### src/rtl/dmac_pkg.sv
package dmac_pkg;
   typedef enum logic [1:0] {ENG_IDLE, ENG_RD, ENG_WR} eng_state_t;

   localparam int CTRL_EN   = 0;
   localparam int CTRL_IE   = 1;
   localparam int CTRL_HW   = 2;
   localparam int CTRL_PAIR = 3;
   localparam int CTRL_DONE = 4;

   localparam logic [1:0] REG_CTRL = 2'd0;
   localparam logic [1:0] REG_SRC  = 2'd1;
   localparam logic [1:0] REG_DST  = 2'd2;
   localparam logic [1:0] REG_CNT  = 2'd3;
endpackage

### src/rtl/dmac_chan.sv
module dmac_chan
   import dmac_pkg::*;
#(
   parameter int ADDR_W    = 16,
   parameter int CNT_W     = 16,
   parameter int ADDR_STEP = 1,
   parameter bit LEAD      = 1'b1
) (
   input  logic              clk,
   input  logic              rst_n,
   input  logic              wr_en,
   input  logic [1:0]        wr_reg,
   input  logic [31:0]       wr_data,
   input  logic [1:0]        rd_reg,
   output logic [31:0]       rd_data,
   input  logic              hw_req,
   input  logic              pair_block,
   input  logic              take,
   input  logic              step_src,
   input  logic              step_dst,
   input  logic              step_cnt,
   output logic              ready,
   output logic              pair,
   output logic [ADDR_W-1:0] src,
   output logic [ADDR_W-1:0] dst,
   output logic              irq
);
   localparam logic [ADDR_W-1:0] STEP = ADDR_W'(ADDR_STEP);
   localparam logic [CNT_W-1:0]  ONE  = CNT_W'(1);

   logic             en, ie, hw, done, pend, hw_q;
   logic [CNT_W-1:0] cnt;
   logic             unused_bits;

   assign unused_bits = ^wr_data[31:CTRL_DONE];

   // Paired-mode bit exists only on the leading channel.
   generate
      if (LEAD) begin : g_pair
         always_ff @(posedge clk or negedge rst_n) begin
            if (!rst_n)                          pair <= 1'b0;
            else if (wr_en && wr_reg == REG_CTRL) pair <= wr_data[CTRL_PAIR];
         end
      end else begin : g_nopair
         assign pair = 1'b0;
      end
   endgenerate

   always_ff @(posedge clk or negedge rst_n) begin
      if (!rst_n) begin
         en   <= 1'b0;
         ie   <= 1'b0;
         hw   <= 1'b0;
         done <= 1'b0;
         pend <= 1'b0;
         hw_q <= 1'b0;
         src  <= '0;
         dst  <= '0;
         cnt  <= '0;
      end else begin
         hw_q <= hw_req;
         if (!en || take) pend <= 1'b0;
         if (en && hw_req && !hw_q) pend <= 1'b1;
         if (step_src) src <= src + STEP;
         if (step_dst) dst <= dst + STEP;
         if (step_cnt) begin
            if (cnt == '0) begin
               en   <= 1'b0;
               done <= 1'b1;
            end else begin
               cnt <= cnt - ONE;
            end
         end
         if (wr_en) begin
            case (wr_reg)
               REG_CTRL: begin
                  en   <= wr_data[CTRL_EN];
                  ie   <= wr_data[CTRL_IE];
                  hw   <= wr_data[CTRL_HW];
                  done <= 1'b0;
               end
               REG_SRC: src <= wr_data[ADDR_W-1:0];
               REG_DST: dst <= wr_data[ADDR_W-1:0];
               default: cnt <= wr_data[CNT_W-1:0];
            endcase
         end
      end
   end

   assign ready = en && !pair_block && (pair || !hw || pend);
   assign irq   = done && ie;

   always_comb begin
      case (rd_reg)
         REG_CTRL: rd_data = 32'({done, pair, hw, ie, en});
         REG_SRC:  rd_data = 32'(src);
         REG_DST:  rd_data = 32'(dst);
         default:  rd_data = 32'(cnt);
      endcase
   end

   AST_CNT_STEP: assert property (@(posedge clk) disable iff (!rst_n)
      (step_cnt && cnt != '0 && !wr_en) |=> (cnt == $past(cnt) - ONE));
   AST_FINISH: assert property (@(posedge clk) disable iff (!rst_n)
      (step_cnt && cnt == '0 && !wr_en) |=> (!en && done));
   AST_EDGE_PACE: assert property (@(posedge clk) disable iff (!rst_n)
      $rose(pend) |-> hw_q);
endmodule

### src/rtl/dmac_engine.sv
module dmac_engine
   import dmac_pkg::*;
#(
   parameter int ADDR_W = 16,
   parameter int DATA_W = 32
) (
   input  logic                   clk,
   input  logic                   rst_n,
   input  logic [1:0]             ready,
   input  logic                   pair_mode,
   input  logic [1:0][ADDR_W-1:0] src_all,
   input  logic [1:0][ADDR_W-1:0] dst_all,
   output logic                   m_req,
   output logic                   m_we,
   output logic [ADDR_W-1:0]      m_addr,
   output logic [DATA_W-1:0]      m_wdata,
   input  logic [DATA_W-1:0]      m_rdata,
   input  logic                   m_ack,
   output logic [1:0]             take,
   output logic [1:0]             step_src,
   output logic [1:0]             step_dst,
   output logic [1:0]             step_cnt
);
   eng_state_t        state;
   logic              cur, pair_q, grant_idx;
   logic [DATA_W-1:0] hold;

   assign grant_idx = ready[0] ? 1'b0 : 1'b1;

   always_ff @(posedge clk or negedge rst_n) begin
      if (!rst_n) begin
         state  <= ENG_IDLE;
         cur    <= 1'b0;
         pair_q <= 1'b0;
         hold   <= '0;
      end else begin
         case (state)
            ENG_IDLE: if (|ready) begin
               cur    <= grant_idx;
               pair_q <= pair_mode && !grant_idx;
               state  <= ENG_RD;
            end
            ENG_RD: if (m_ack) begin
               hold  <= m_rdata;
               state <= ENG_WR;
            end
            default: if (m_ack) state <= ENG_IDLE;
         endcase
      end
   end

   always_comb begin
      take     = '0;
      step_src = '0;
      step_dst = '0;
      step_cnt = '0;
      if (state == ENG_IDLE && |ready) take[grant_idx] = 1'b1;
      if (state == ENG_WR && m_ack) begin
         step_src[cur] = 1'b1;
         step_cnt[cur] = 1'b1;
         if (pair_q) step_dst[1] = 1'b1;
      end
      m_req   = (state != ENG_IDLE);
      m_we    = (state == ENG_WR);
      m_wdata = hold;
      if (state == ENG_WR) m_addr = pair_q ? dst_all[1] : dst_all[cur];
      else                 m_addr = src_all[cur];
   end

   AST_HOLD_REQ: assert property (@(posedge clk) disable iff (!rst_n)
      (m_req && !m_ack) |=> (m_req && $stable(m_addr) && $stable(m_we)));
   AST_WR_AFTER_RD: assert property (@(posedge clk) disable iff (!rst_n)
      (m_req && !m_we && m_ack) |=> (m_req && m_we));
   AST_PRIO: assert property (@(posedge clk) disable iff (!rst_n)
      (!m_req && ready == 2'b11) |=> (m_req && !m_we && !cur));
endmodule

### src/rtl/dmac_two_chan.sv
module dmac_two_chan
   import dmac_pkg::*;
#(
   parameter int ADDR_W    = 16,
   parameter int DATA_W    = 32,
   parameter int CNT_W     = 16,
   parameter int ADDR_STEP = 1
) (
   input  logic              clk,
   input  logic              rst_n,
   input  logic              cfg_we,
   input  logic [2:0]        cfg_sel,
   input  logic [31:0]       cfg_wdata,
   output logic [31:0]       cfg_rdata,
   input  logic [1:0]        hw_req,
   output logic              m_req,
   output logic              m_we,
   output logic [ADDR_W-1:0] m_addr,
   output logic [DATA_W-1:0] m_wdata,
   input  logic [DATA_W-1:0] m_rdata,
   input  logic              m_ack,
   output logic [1:0]        irq
);
   localparam int NCH = 2;

   initial begin
      assert (ADDR_W >= 4 && ADDR_W <= 32) else $error("ADDR_W out of range");
      assert (CNT_W >= 1 && CNT_W <= 32) else $error("CNT_W out of range");
      assert (DATA_W >= 8) else $error("DATA_W too small");
      assert (ADDR_STEP >= 1) else $error("ADDR_STEP must be positive");
   end

   logic [NCH-1:0]             ready, pair_v, take, step_src, step_dst, step_cnt;
   logic [NCH-1:0][ADDR_W-1:0] src_v, dst_v;
   logic [NCH-1:0][31:0]       rd_v;

   generate
      for (genvar i = 0; i < NCH; i++) begin : g_ch
         dmac_chan #(
            .ADDR_W(ADDR_W), .CNT_W(CNT_W), .ADDR_STEP(ADDR_STEP), .LEAD(i == 0)
         ) u_chan (
            .clk        (clk),
            .rst_n      (rst_n),
            .wr_en      (cfg_we && (cfg_sel[2] == 1'(i))),
            .wr_reg     (cfg_sel[1:0]),
            .wr_data    (cfg_wdata),
            .rd_reg     (cfg_sel[1:0]),
            .rd_data    (rd_v[i]),
            .hw_req     (hw_req[i]),
            .pair_block ((i != 0) && pair_v[0]),
            .take       (take[i]),
            .step_src   (step_src[i]),
            .step_dst   (step_dst[i]),
            .step_cnt   (step_cnt[i]),
            .ready      (ready[i]),
            .pair       (pair_v[i]),
            .src        (src_v[i]),
            .dst        (dst_v[i]),
            .irq        (irq[i])
         );
      end
   endgenerate

   assign cfg_rdata = rd_v[cfg_sel[2]];

   dmac_engine #(.ADDR_W(ADDR_W), .DATA_W(DATA_W)) u_engine (
      .clk       (clk),
      .rst_n     (rst_n),
      .ready     (ready),
      .pair_mode (|pair_v),
      .src_all   (src_v),
      .dst_all   (dst_v),
      .m_req     (m_req),
      .m_we      (m_we),
      .m_addr    (m_addr),
      .m_wdata   (m_wdata),
      .m_rdata   (m_rdata),
      .m_ack     (m_ack),
      .take      (take),
      .step_src  (step_src),
      .step_dst  (step_dst),
      .step_cnt  (step_cnt)
   );

   AST_PAIR_WR: assert property (@(posedge clk) disable iff (!rst_n)
      (pair_v[0] && m_req && !m_we && m_addr == src_v[1] && src_v[1] != src_v[0]) |-> !ready[1]);
   AST_IRQ_DROP: assert property (@(posedge clk) disable iff (!rst_n)
      (cfg_we && cfg_sel[1:0] == REG_CTRL) |=> !irq[$past(cfg_sel[2])]);
endmodule

### config.mk
export PLATFORM = sky130hd
export DESIGN_NAME = dmac_two_chan
export DESIGN_NICKNAME = d
export VERILOG_FILES = /design/src/rtl/dmac_pkg.sv /design/src/rtl/dmac_chan.sv /design/src/rtl/dmac_engine.sv /design/src/rtl/dmac_two_chan.sv
export SDC_FILE = /design/constraint.sdc
export NUM_CORES = 1
export LEC_CHECK = 0
export ABC_AREA = 1
export BUFFER_PORTS_ARGS = -buffer_cell sky130_fd_sc_hd__buf_2
export CAP_MARGIN = 20
export CORE_MARGIN = 1.5
export CORE_UTILIZATION = 30
export DETAILED_ROUTE_END_ITERATION = 8
export GPL_TIMING_DRIVEN = 1
export PLACE_DENSITY = 0.46
export SETUP_SLACK_MARGIN = 0.3
export SLEW_MARGIN = 20
export SYNTH_ARGS = -nofsm -noshare
export SYNTH_HDL_FRONTEND = slang
export SYNTH_HIERARCHICAL = 1
export SYNTH_SLANG_ARGS = --single-unit
### constraint.sdc
create_clock -name clk -period 2.06 [get_ports clk]
set_clock_uncertainty 0.15 [all_clocks]
set_input_delay 0.103 -clock clk [delete_from_list [all_inputs] [get_ports clk]]
set_output_delay 0.103 -clock clk [all_outputs]
set_load 0.005 [all_outputs]
==> results by group <==
STA
  • Post-route setup TNS: 0 ps
  • Hold WS: ~11 ps
  • Final period util: between 90% and 100%
  • Worst Max-Slew Pin Slew: around 580 ps
  • Post-route setup slack: between 80 and 90 ps
  • Fin. Hold Viols: 0
  • Final setup fails: 0
  • Tmin final: 1980 ps
  • RSZ-0062 raised after global routing: true
  • Pins Over Slew Limit: 0
  • Fmax: 0.5051 GHz
  • Relative slew slack: 61.55%

CTS
  • Clock sinks: 145
  • Worst-Skew Late Latency: about 440 ps
  • CTS Buf Count: 17
  • CTS Buffer Depth: 2
  • CTS tree: done
  • Root Driver: clkbuf_16
  • H-tree depth: 4
  • Worst-path clk slew: approximately 70 ps

Global route
  • Antenna violations before repair: 0
  • Pin count of the biggest net entering global routing: 66
  • Number of global-route vias before repair: 10,050
  • First-pass GRT wire length: 55,840 um
  • GR Util All Layers: 20.26%
  • Global route total overflow: 0

Floorplan
  • Core region area: roughly 34,000 um2
  • Initial Utilization: 30.62%
  • Die area: around 36,000 um2
  • Die H: approximately 190 um
  • I/O Pins: about 160
  • Die W: about 190 um
  • Num rows: 67

Power
  • Flop pwr share: a little under a third
  • Power Density: around 1100 nW/um2
  • Lkg Pwr: around 7.2 nW
  • Comb pwr share: 48.7%
  • Clock power frac: 20.8%
  • Net switching power: ~0.0066 W
  • Sw Ratio: between 40 and 50%
  • VDD IR max: ~0.6 mV
  • Power Internal: roughly 0.009 W

Logic synthesis
  • Synth Register Bits: approximately 150
  • Syn Area/Cell: about 6.8 um2
  • Async S/R FF share, synth: 100.0%
  • Post-synthesis compound-gate area fraction: a little under an eighth
  • Largest family of logic cells by synthesized area: simple AND/OR/NAND/NOR gates
  • Distinct cells, synth: between 50 and 60
  • Fraction of synthesized cell area in xor and xnor cells: between 3 and 4%
  • Post-Synthesis Cells: ~1,500
  • Post-synth top area cell: dfrtp_1
  • Adder and majority gate portion of the synthesized area: less than 1%
  • Post-synth EDFFs: 0
  • Primary FF master, synth: dfrtp_1
  • Top area cells in the synthesized netlist: dfrtp_1 (35%), nand2_1 (16%), inv_1 (7.3%), nand3_1 (5.4%), nor2_1 (5.2%)
  • Synth top area share: between 30% and 40%
  • Simple-gate share of the synthesized area: about a third
  • Mux cell area share after synthesis: less than 1%
  • Seq/Total Area, Yosys: about a third
  • Ys Warns: 6
  • Netlist Area Pre-Place: approximately 10,000 um2

Placement
  • Worst slack at placement: ~29 ps
  • Port Buf Inserts: 124
  • GPL Wtd Cong: between 0.8 and 0.9
  • Placed Area: 11,380 um2
  • Detail Placement HPWL: 26,140 um
  • Placed Cells: 2,069

Critical path
  • Crit. End Element: output pin
  • CP required: about 1800 ps
  • Worst reg2reg path depth: 13
  • Worst Setup EP: m_addr[5]
  • WS Path Type: reg -> out
  • R2R Path End: g_ch[1].u_chan/dst[15]
  • Crit path launch type: flip-flop
  • Reg-to-reg critical path startpoint: u_engine/state[0]
  • Worst EP arrival: between 1500 and 2000 ps
  • Register-to-register setup slack: 140 ps
  • CP max FO: 9
  • Worst setup startpoint: u_engine/cur

Run status
  • Status: finished clean

Finish
  • Nets@finish: roughly 1,900
  • Most common cell after layout, fill and taps aside: nand2_1
  • Most frequent cells in the layout: nand2_1 (404), inv_1 (166), dfrtp_1 (126)
  • Non-filler instance count after layout: about 2,300
  • Share of layout cells above drive strength 1: 32.91%
  • Design Area, Final: between 10,000 and 15,000 um2
  • Ant diodes: 0
  • Area grow syn2layout: 40.48%

Detailed routing
  • Drt pass-1 iters: 6
  • Routed WL: between 30,000 and 40,000 um
  • DR WL/cell: 16.09 um
  • Drt via density: about 4.7
  • First DRT Iteration DRCs: 654
  • Post-route ant nets: 0
  • DRC Markers: 0
  • Vias post-DR: roughly 11,000

Worst hold path
  • Tightest Hold Check Type: in -> async

Flow run
  • Max-cap violations: 0
synthesized netlist by cell type (2+ instances only):
library cell	count
nand3b_1	4
nand2_4	4
o221ai_1	14
buf_6	14
o211ai_1	10
or2_0	2
a31oi_1	3
nor2_1	144
inv_1	201
xnor2_1	10
nand4_1	13
nor3_2	3
inv_2	13
clkbuf_1	18
nor3_4	3
nand3_1	112
dfrtp_1	145
buf_4	41
or2_1	6
nand2_1	447
o21ai_0	67
nor3_1	15
buf_2	9
o21bai_1	3
nor2_4	9
a21oi_1	55
ha_1	8
nor2_2	10
conb_1	4
a21oi_2	7
o22ai_1	13
xor2_1	27
o21ai_1	19
a221oi_1	3
nand3_2	8
nand2_2	21
or2_2	11
layer usage:
metal / global-route usage, % / wire (um)
met3: 3.669 / 1821
met1: 28.35 / 17500
met5: 0 / 0
met4: 4.609 / 467
met2: 32.37 / 16520
how the worst min path moves through the flow:
stage | cells after the start | endpoint | slack [ps] | from
floorplan | 0 | g_ch[0].u_chan/cnt[0] | -340 | rst_n
global placement | 1 | u_engine/m_wdata[10] | -80 | rst_n
detailed placement | 1 | u_engine/m_wdata[10] | -80 | rst_n
CTS | 2 | u_engine/m_wdata[10] | 20 | rst_n
global route | 2 | u_engine/m_wdata[10] | 30 | rst_n
finish | 2 | u_engine/m_wdata[10] | 10 | rst_n
sequential cells by signal (all words and copies together) (netlist names):
register          count
g_ch.u_chan/pend      2
g_ch.u_chan/pair      1
g_ch.u_chan/hw        2
u_engine/state        2
g_ch.u_chan/cnt      32
g_ch.u_chan/src      32
u_engine/pair_q       1
g_ch.u_chan/en        2
g_ch.u_chan/dst      32
u_engine/cur          1
u_engine/m_wdata     32
g_ch.u_chan/done      2
g_ch.u_chan/ie        2
g_ch.u_chan/hw_q      2
power by group through the flow:
stage / sequential (W) / clock [W] / combinational [W]
after floorplan: 0.00459 / 0 / 0.00360
after global placement: 0.00480 / 0 / 0.00531
after detailed placement: 0.00481 / 0 / 0.00537
after CTS: 0.00469 / 0.00335 / 0.00658
after global routing: 0.00489 / 0.00346 / 0.00841
final: 0.00476 / 0.00326 / 0.00761
timing repair:
item	4_1_cts	5_1_grt
hold buffers	52	0
cloned	5	5
gates resized for setup	113	200
endpoints found under the hold margin	286	0
setup buffers	51	42
pin swaps	44	83
setup endpoints to repair	92	97
through the flow:
stage	total power, W	utilization (%)
CTS	0.01462	39.60
detailed placement	0.01018	33.78
global route	0.01676	43.01
global placement	0.01010	33.78
floorplan	0.008187	-
finish	0.01563	43.01
logic make-up after synthesis:
kind of cell,after synthesis
AOI/OAI and AO/OA,203
xor gates and xnor gates,37
adders and majority gates,8
buffers and inverters,301
DFF,145
muxes,1
other,4
and+or+nand+nor,814
worst max-delay path, stage by stage, from the launching register on:
cell     delay, ps
dfrtp_2        490
buf_12         180
or2_2          290
nand3_1         90
nand2_2         90
buf_2          140
final cells by class:
class                      instances  area, um2
fill                            3549      19210
multi-input combinational       1101       6264
inverter                         215      833.3
tap                              448      560.5
clock buffer                      19      452.9
clock inverter                    13      148.9
sequential                       145       3652
timing repair buffer             315       2582
Note: power is estimated with default switching activity, not from simulation.
